==> src/rtl/vox_pkg.sv <==
// Shared types for the voxel encoder.
package vox_pkg;
    typedef enum logic [1:0] {
        ST_IDLE    = 2'd0,   // no window open yet
        ST_COLLECT = 2'd1,   // window open, accepting events
        ST_DRAIN   = 2'd2    // streaming and clearing the tensor
    } enc_state_t;
endpackage

==> src/rtl/vox_event_map.sv <==
// Maps one event to a voxel address and classifies it.
// Assumes: timestamps non-decreasing; BIN_LOG2 <= WIN_LOG2; BIN_LOG2 >= 1.
module vox_event_map #(
    parameter int TS_W     = 16,
    parameter int X_W      = 3,
    parameter int Y_W      = 3,
    parameter int SENSOR_W = 4,
    parameter int SENSOR_H = 4,
    parameter int WIN_LOG2 = 4,
    parameter int BIN_LOG2 = 2,
    parameter int ADDR_W   = 7
) (
    input  logic [TS_W-1:0]   ts,
    input  logic [X_W-1:0]    x,
    input  logic [Y_W-1:0]    y,
    input  logic              pol,
    input  logic [TS_W-1:0]   base,
    output logic              in_range,
    output logic              late,
    output logic [ADDR_W-1:0] addr
);
    localparam int SHIFT = WIN_LOG2 - BIN_LOG2;
    localparam logic [TS_W-1:0] WIN_MASK = TS_W'((1 << WIN_LOG2) - 1);
    localparam logic [X_W:0] X_LIM = (X_W+1)'(SENSOR_W);
    localparam logic [Y_W:0] Y_LIM = (Y_W+1)'(SENSOR_H);

    logic [TS_W-1:0]     diff;
    logic [BIN_LOG2-1:0] bin;

    // Offset inside the window, bin, lateness, range and flat address.
    always_comb begin
        diff     = ts - base;
        late     = (diff & ~WIN_MASK) != '0;
        bin      = BIN_LOG2'((diff & WIN_MASK) >> SHIFT);
        in_range = ({1'b0, x} < X_LIM) && ({1'b0, y} < Y_LIM);
        addr     = ADDR_W'(((int'(bin) * 2 + int'(pol)) * SENSOR_H + int'(y))
                           * SENSOR_W + int'(x));
    end
endmodule

==> src/rtl/vox_bit_store.sv <==
// One-bit-per-voxel memory with a set port, a clear port and one read port.
// Assumes: set and clear are never requested in the same cycle.
module vox_bit_store #(
    parameter int DEPTH  = 128,
    parameter int ADDR_W = 7
) (
    input  logic              clk,
    input  logic              rst_n,
    input  logic              set_en,
    input  logic [ADDR_W-1:0] set_addr,
    input  logic              clr_en,
    input  logic [ADDR_W-1:0] clr_addr,
    input  logic [ADDR_W-1:0] rd_addr,
    output logic              rd_bit
);
    logic [DEPTH-1:0] mem;

    // Set or clear one voxel per cycle.
    always_ff @(posedge clk) begin
        if (!rst_n) begin
            mem <= '0;
        end else begin
            if (clr_en) mem[clr_addr] <= 1'b0;
            if (set_en) mem[set_addr] <= 1'b1;
        end
    end

    // Read the addressed voxel.
    assign rd_bit = mem[rd_addr];


    set_clr_excl_chk: assert property (@(posedge clk) disable iff (!rst_n)
        !(set_en && clr_en));

    clear_effect_chk: assert property (@(posedge clk) disable iff (!rst_n)
        clr_en && (rd_addr == clr_addr) |=> mem[$past(clr_addr)] == 1'b0);
endmodule

==> src/rtl/vox_drain_ctr.sv <==
// Read pointer for the readout: walks every voxel index once, then wraps.
module vox_drain_ctr #(
    parameter int DEPTH  = 128,
    parameter int ADDR_W = 7
) (
    input  logic              clk,
    input  logic              rst_n,
    input  logic              step,
    output logic [ADDR_W-1:0] addr,
    output logic              last
);
    localparam logic [ADDR_W-1:0] LAST_IDX = ADDR_W'(DEPTH - 1);

    // Advance on each accepted beat, wrap after the final voxel.
    always_ff @(posedge clk) begin
        if (!rst_n)     addr <= '0;
        else if (step)  addr <= last ? '0 : addr + 1'b1;
    end

    assign last = (addr == LAST_IDX);


    wrap_to_zero_chk: assert property (@(posedge clk) disable iff (!rst_n)
        step && last |=> addr == '0);

    step_by_one_chk: assert property (@(posedge clk) disable iff (!rst_n)
        step && !last |=> addr == $past(addr) + 1'b1);
endmodule

==> src/rtl/voxel_event_encoder.sv <==
// Top of the event voxel encoder. Holds the window state machine, the
// window start register and the drop counter, and ties together the mapper,
// the bit store and the readout pointer.
// Assumes: in_ts never decreases; a refused event stays on the input.
module voxel_event_encoder
    import vox_pkg::*;
#(
    parameter int TS_W     = 16,
    parameter int X_W      = 3,
    parameter int Y_W      = 3,
    parameter int SENSOR_W = 4,
    parameter int SENSOR_H = 4,
    parameter int WIN_LOG2 = 4,
    parameter int BIN_LOG2 = 2,
    parameter int CNT_W    = 8
) (
    input  logic             clk,
    input  logic             rst_n,
    input  logic             in_valid,
    output logic             in_ready,
    input  logic [TS_W-1:0]  in_ts,
    input  logic [X_W-1:0]   in_x,
    input  logic [Y_W-1:0]   in_y,
    input  logic             in_pol,
    output logic             out_valid,
    input  logic             out_ready,
    output logic             out_bit,
    output logic             out_last,
    output logic [CNT_W-1:0] drop_count
);
    localparam int BINS   = 1 << BIN_LOG2;
    localparam int DEPTH  = BINS * 2 * SENSOR_H * SENSOR_W;
    localparam int ADDR_W = $clog2(DEPTH);
    localparam logic [TS_W-1:0] WIN_MASK = TS_W'((1 << WIN_LOG2) - 1);

    enc_state_t        state;
    logic [TS_W-1:0]   win_start;
    logic [TS_W-1:0]   ev_base;
    logic [TS_W-1:0]   ev_aligned;
    logic              ev_in_range;
    logic              ev_late;
    logic [ADDR_W-1:0] ev_addr;
    logic              accept;
    logic              close_win;
    logic              beat;
    logic [ADDR_W-1:0] rd_addr;
    logic              rd_last;
    logic              rd_bit;

    // Window start for this event: its own aligned base while idle.
    always_comb begin
        ev_aligned = in_ts & ~WIN_MASK;
        ev_base    = (state == ST_IDLE) ? ev_aligned : win_start;
    end

    vox_event_map #(
        .TS_W(TS_W), .X_W(X_W), .Y_W(Y_W),
        .SENSOR_W(SENSOR_W), .SENSOR_H(SENSOR_H),
        .WIN_LOG2(WIN_LOG2), .BIN_LOG2(BIN_LOG2), .ADDR_W(ADDR_W)
    ) u_map (
        .ts(in_ts), .x(in_x), .y(in_y), .pol(in_pol), .base(ev_base),
        .in_range(ev_in_range), .late(ev_late), .addr(ev_addr)
    );

    // Handshake decode: refuse a closing event and everything during drain.
    always_comb begin
        close_win = (state == ST_COLLECT) && in_valid && ev_in_range && ev_late;
        in_ready  = (state != ST_DRAIN) && !close_win;
        accept    = in_valid && in_ready;
        out_valid = (state == ST_DRAIN);
        out_bit   = rd_bit;
        out_last  = out_valid && rd_last;
        beat      = out_valid && out_ready;
    end

    // Window state machine and window start register.
    always_ff @(posedge clk) begin
        if (!rst_n) begin
            state     <= ST_IDLE;
            win_start <= '0;
        end else begin
            unique case (state)
                ST_IDLE: if (accept && ev_in_range) begin
                    state     <= ST_COLLECT;
                    win_start <= ev_aligned;
                end
                ST_COLLECT: if (close_win) begin
                    state     <= ST_DRAIN;
                    win_start <= ev_aligned;
                end
                ST_DRAIN: if (beat && rd_last) state <= ST_COLLECT;
                default: state <= ST_IDLE;
            endcase
        end
    end

    // Saturating count of out-of-area events.
    always_ff @(posedge clk) begin
        if (!rst_n)
            drop_count <= '0;
        else if (accept && !ev_in_range && (drop_count != '1))
            drop_count <= drop_count + 1'b1;
    end

    vox_bit_store #(.DEPTH(DEPTH), .ADDR_W(ADDR_W)) u_store (
        .clk(clk), .rst_n(rst_n),
        .set_en(accept && ev_in_range), .set_addr(ev_addr),
        .clr_en(beat), .clr_addr(rd_addr),
        .rd_addr(rd_addr), .rd_bit(rd_bit)
    );

    vox_drain_ctr #(.DEPTH(DEPTH), .ADDR_W(ADDR_W)) u_drain (
        .clk(clk), .rst_n(rst_n), .step(beat),
        .addr(rd_addr), .last(rd_last)
    );


    out_hold_chk: assert property (@(posedge clk) disable iff (!rst_n)
        out_valid && !out_ready |=> out_valid && $stable(out_bit) && $stable(out_last));

    drain_blocks_input_chk: assert property (@(posedge clk) disable iff (!rst_n)
        out_valid |-> !in_ready);

    close_starts_drain_chk: assert property (@(posedge clk) disable iff (!rst_n)
        in_valid && !in_ready && !out_valid |=> out_valid);

    last_ends_drain_chk: assert property (@(posedge clk) disable iff (!rst_n)
        out_valid && out_ready && out_last |=> !out_valid);

    drop_step_chk: assert property (@(posedge clk) disable iff (!rst_n)
        in_valid && in_ready && !ev_in_range && (drop_count != '1)
        |=> drop_count == $past(drop_count) + 1'b1);
endmodule

==> config.mk <==
export PLATFORM = sky130hd
export DESIGN_NAME = voxel_event_encoder
export DESIGN_NICKNAME = d
export VERILOG_FILES = /design/src/rtl/vox_pkg.sv /design/src/rtl/vox_event_map.sv /design/src/rtl/vox_bit_store.sv /design/src/rtl/vox_drain_ctr.sv /design/src/rtl/voxel_event_encoder.sv
export SDC_FILE = /design/constraint.sdc
export NUM_CORES = 1
export LEC_CHECK = 0
export BUFFER_PORTS_ARGS = -buffer_cell sky130_fd_sc_hd__buf_2
export CAP_MARGIN = 10
export CORE_UTILIZATION = 50
export DETAILED_ROUTE_END_ITERATION = 8
export PLACE_DENSITY = 0.73
export SYNTH_ARGS = -nofsm -noshare
export SYNTH_HDL_FRONTEND = slang
export SYNTH_SLANG_ARGS = --single-unit
export TNS_END_PERCENT = 100
==> constraint.sdc <==
create_clock -name clk -period 4.9 [get_ports clk]
set_input_delay 0.49 -clock clk [delete_from_list [all_inputs] [get_ports clk]]
set_output_delay 0.49 -clock clk [all_outputs]
set_load 0.01 [all_outputs]
==> metrics.yaml <==
status:
  outcome: "finished, final reports clean"
grt:
  antenna_found_initial: 0
  grt-ovfl-total: 0
  grt_pass1_vias: 6913
  grt_max_degree: 130
  grt_pass1_wl_mm: 38.1
  grt_use_total_pct: 29.7
synthesis:
  yosys.cell_types.count: 57
  syn_area_sq_um: 8190
  synth_top_area_share_pct: 38.4
  synthCells: 903
  synth_ff_type: "dfxtp_1"
  synth_area_leaders: "dfxtp_1 (38%), o31ai_1 (12%), o211ai_1 (12%)"
  ys_seq_elements: 157
  syn_nets: 947
  synth_warnings: 0
  yosysSeqAreaShare_pct: 38.4
  synth_top_area_cell: "dfxtp_1"
  async_flop_share_pct: 0
  avgSynthCellArea_sq_um: 9.06
  synth_edf_count: 0
clock_tree:
  cts_root_buf: "clkbuf_16"
  cts_hold_buf: 0
  clkSinkCount: 157
  htreeDepth: 4
  cts_tree: "built"
  cts_setup_buffers: 0
  cts_resized: 0
  clk_latency_ns: 0.44
  clk_path_buf_depth: 2
  cts_made_buffers: 17
  clkTransAtPathRegs_ns: 0.06
die:
  initial_core_util_pct: 51.3
  die_width_microns: 130
  num_rows: 46
  ios: 39
  die_y_microns: 130
  fp.coreArea_sq_um: 15900
  die_area_sq_um: 16900
critical_path:
  arrival_ns: 3.62
  worstSetupPathType: "register to output port"
  crit_fanout: 26
  cp-end-kind: "output port"
  cp-start-kind: "register"
  cp.required_ns: 4.41
timing:
  post-route-period-util_pct: 84.0
  hold_ws_ns: 0.318
  clock.fmax_ghz: 0.243
  drv_slew: 0
  max_slew_margin_pct: 14.2
  fin_skew_ns: 0.0107
  setup_violations: 0
  worst_slew_pin_slew_ns: 1.28
  hold_viol: 0
  fin_crit_ns: 4.11
  setup_tns_ns: 0
  rsz0062_at_grt: "false"
layout:
  antenna_cells: 0
  fillCellCount: 1475
  layout-drive-gt1-share_pct: 10.7
  syn_to_final_growth_pct: 9.45
  instances_no_fill: 1101
  multi_input_area_sq_um: 4670
  seqCellArea_sq_um: 3140
  fin_nets: 916
detailed_routing:
  via_per_inst: 6.84
  drt_wl_total_mm: 24.6
  via_count: 7535
  ant_nets: 0
  firstDrtPassIters: 6
  drt_iter0_drc: 913
  drcViolationCount: 0
  routedWlPerCell_microns: 22.3
place:
  place_hpwl_mm: 14.4
  dp_cells: 1069
  io_buffers: 36
  gp_congestion: 0.845
pwr:
  netSwitchingFraction_pct: 25.6
  pwr-share-seq_pct: 45.4
  p_switching_uw: 725
  ir_drop_mv: 0.281
  p_clk_share_pct: 45.9
  p_leak_uw: 0.00294
  internal-power_uw: 2110
  p_per_area_nw_per_um2: 317
  pwr-share-comb_pct: 8.7
hold_path:
  hold_class: "primary input to register"
job:
  cap_violations: 0
==> metrics by stage <==
stage | setup WS (ns) | power [uW] | instance area (sq um) | util (%)
after floorplan | 1.25 | 1500 | 8190 | -
after global placement | 1.36 | 1560 | 8380 | 52.6
after detailed placement | 1.30 | 1560 | 8380 | 52.6
after CTS | 0.884 | 2840 | 8960 | 56.2
after global routing | 0.671 | 2930 | 8960 | 56.2
final | 0.786 | 2840 | 8960 | 56.2
==> flip-flops by register name, summed over array words and instances (netlist names) <==
signal        count
win_start        12
drop_count        8
state             2
u_drain.addr      7
u_store.mem     128
==> cells by family (layout without fill, tap and decap cells) <==
logic type | after synthesis | count (layout) | synth area share, %
adders and majority gates | 17 | 17 | 2.60
buffers and inverters | 102 | 84 | 4.89
xor gates and xnor gates | 21 | 21 | 2.25
and+or+nand+nor | 203 | 203 | 13.0
muxes | 44 | 44 | 6.21
DFF | 157 | 157 | 38.4
AOI/OAI and AO/OA | 359 | 359 | 32.7
==> area by class of cell <==
type	instances	area share [%]
multi-input cells	644	52.1
flip-flops and latches	157	35.1
clock buffers	21	5.25
repair buffers	47	3.10
well taps	216	3.02
clock inverters	11	1.22
inverters	5	0.209
==> critical path, cell delays in order (launching register included) <==
cell and delay (ns):
dfxtp_1 0.61, buf_4 0.42, nor2_1 0.13, and2_1 0.46, a22oi_1 0.32, nand4_1 0.17, mux4_2 0.51, mux2i_1 0.19
o211ai_1 0.18, buf_2 0.19
==> layer usage <==
metal | part of all wire (%) | vias to the layer above | GRT usage (%)
met5 | 0 | - | 0
met4 | 2.8 | 0 | 13.7
met3 | 8.0 | 71 | 5.66
met2 | 48 | 371 | 48.8
met1 | 41 | 3614 | 37.6
li1 | - | 3479 | -
==> placed cells by master, fill, tap and decap left out, drive strengths merged, types with 26 or more instances in the layout <==
master and instances:
dfxtp 157, mux2i 35, buf 47, a22oi 40, o31ai 130, nand2 63
nand3 26, o211ai 129
==> synthesized netlist by cell type (18+ instances only) <==
library cell	number
a22oi_1	40
buf_1	20
clkbuf_1	63
dfxtp_1	157
mux2i_1	35
nand2_1	63
nand3_1	26
nand4_1	18
nor2_1	21
o211ai_1	129
o31ai_1	130
or3_1	21
==> final timing paths <==
check,from,to,slack [ns],cells past startpoint
setup / recovery,u_drain.addr[2],out_bit,0.79,9
hold / removal,in_ts[15],win_start[15],0.32,3
setup reg to reg,state[1],u_store.mem[69],1.23,12
hold reg to reg,win_start[5],win_start[5],0.46,2
==> power groups by stage <==
stage	clock, uW	sequential [uW]	combinational (uW)
finish	1300	1290	246
global route	1370	1290	268
CTS	1310	1290	243
detailed placement	0	1320	241
global placement	0	1320	239
floorplan	0	1320	181
(Power assumes the default switching activity.)
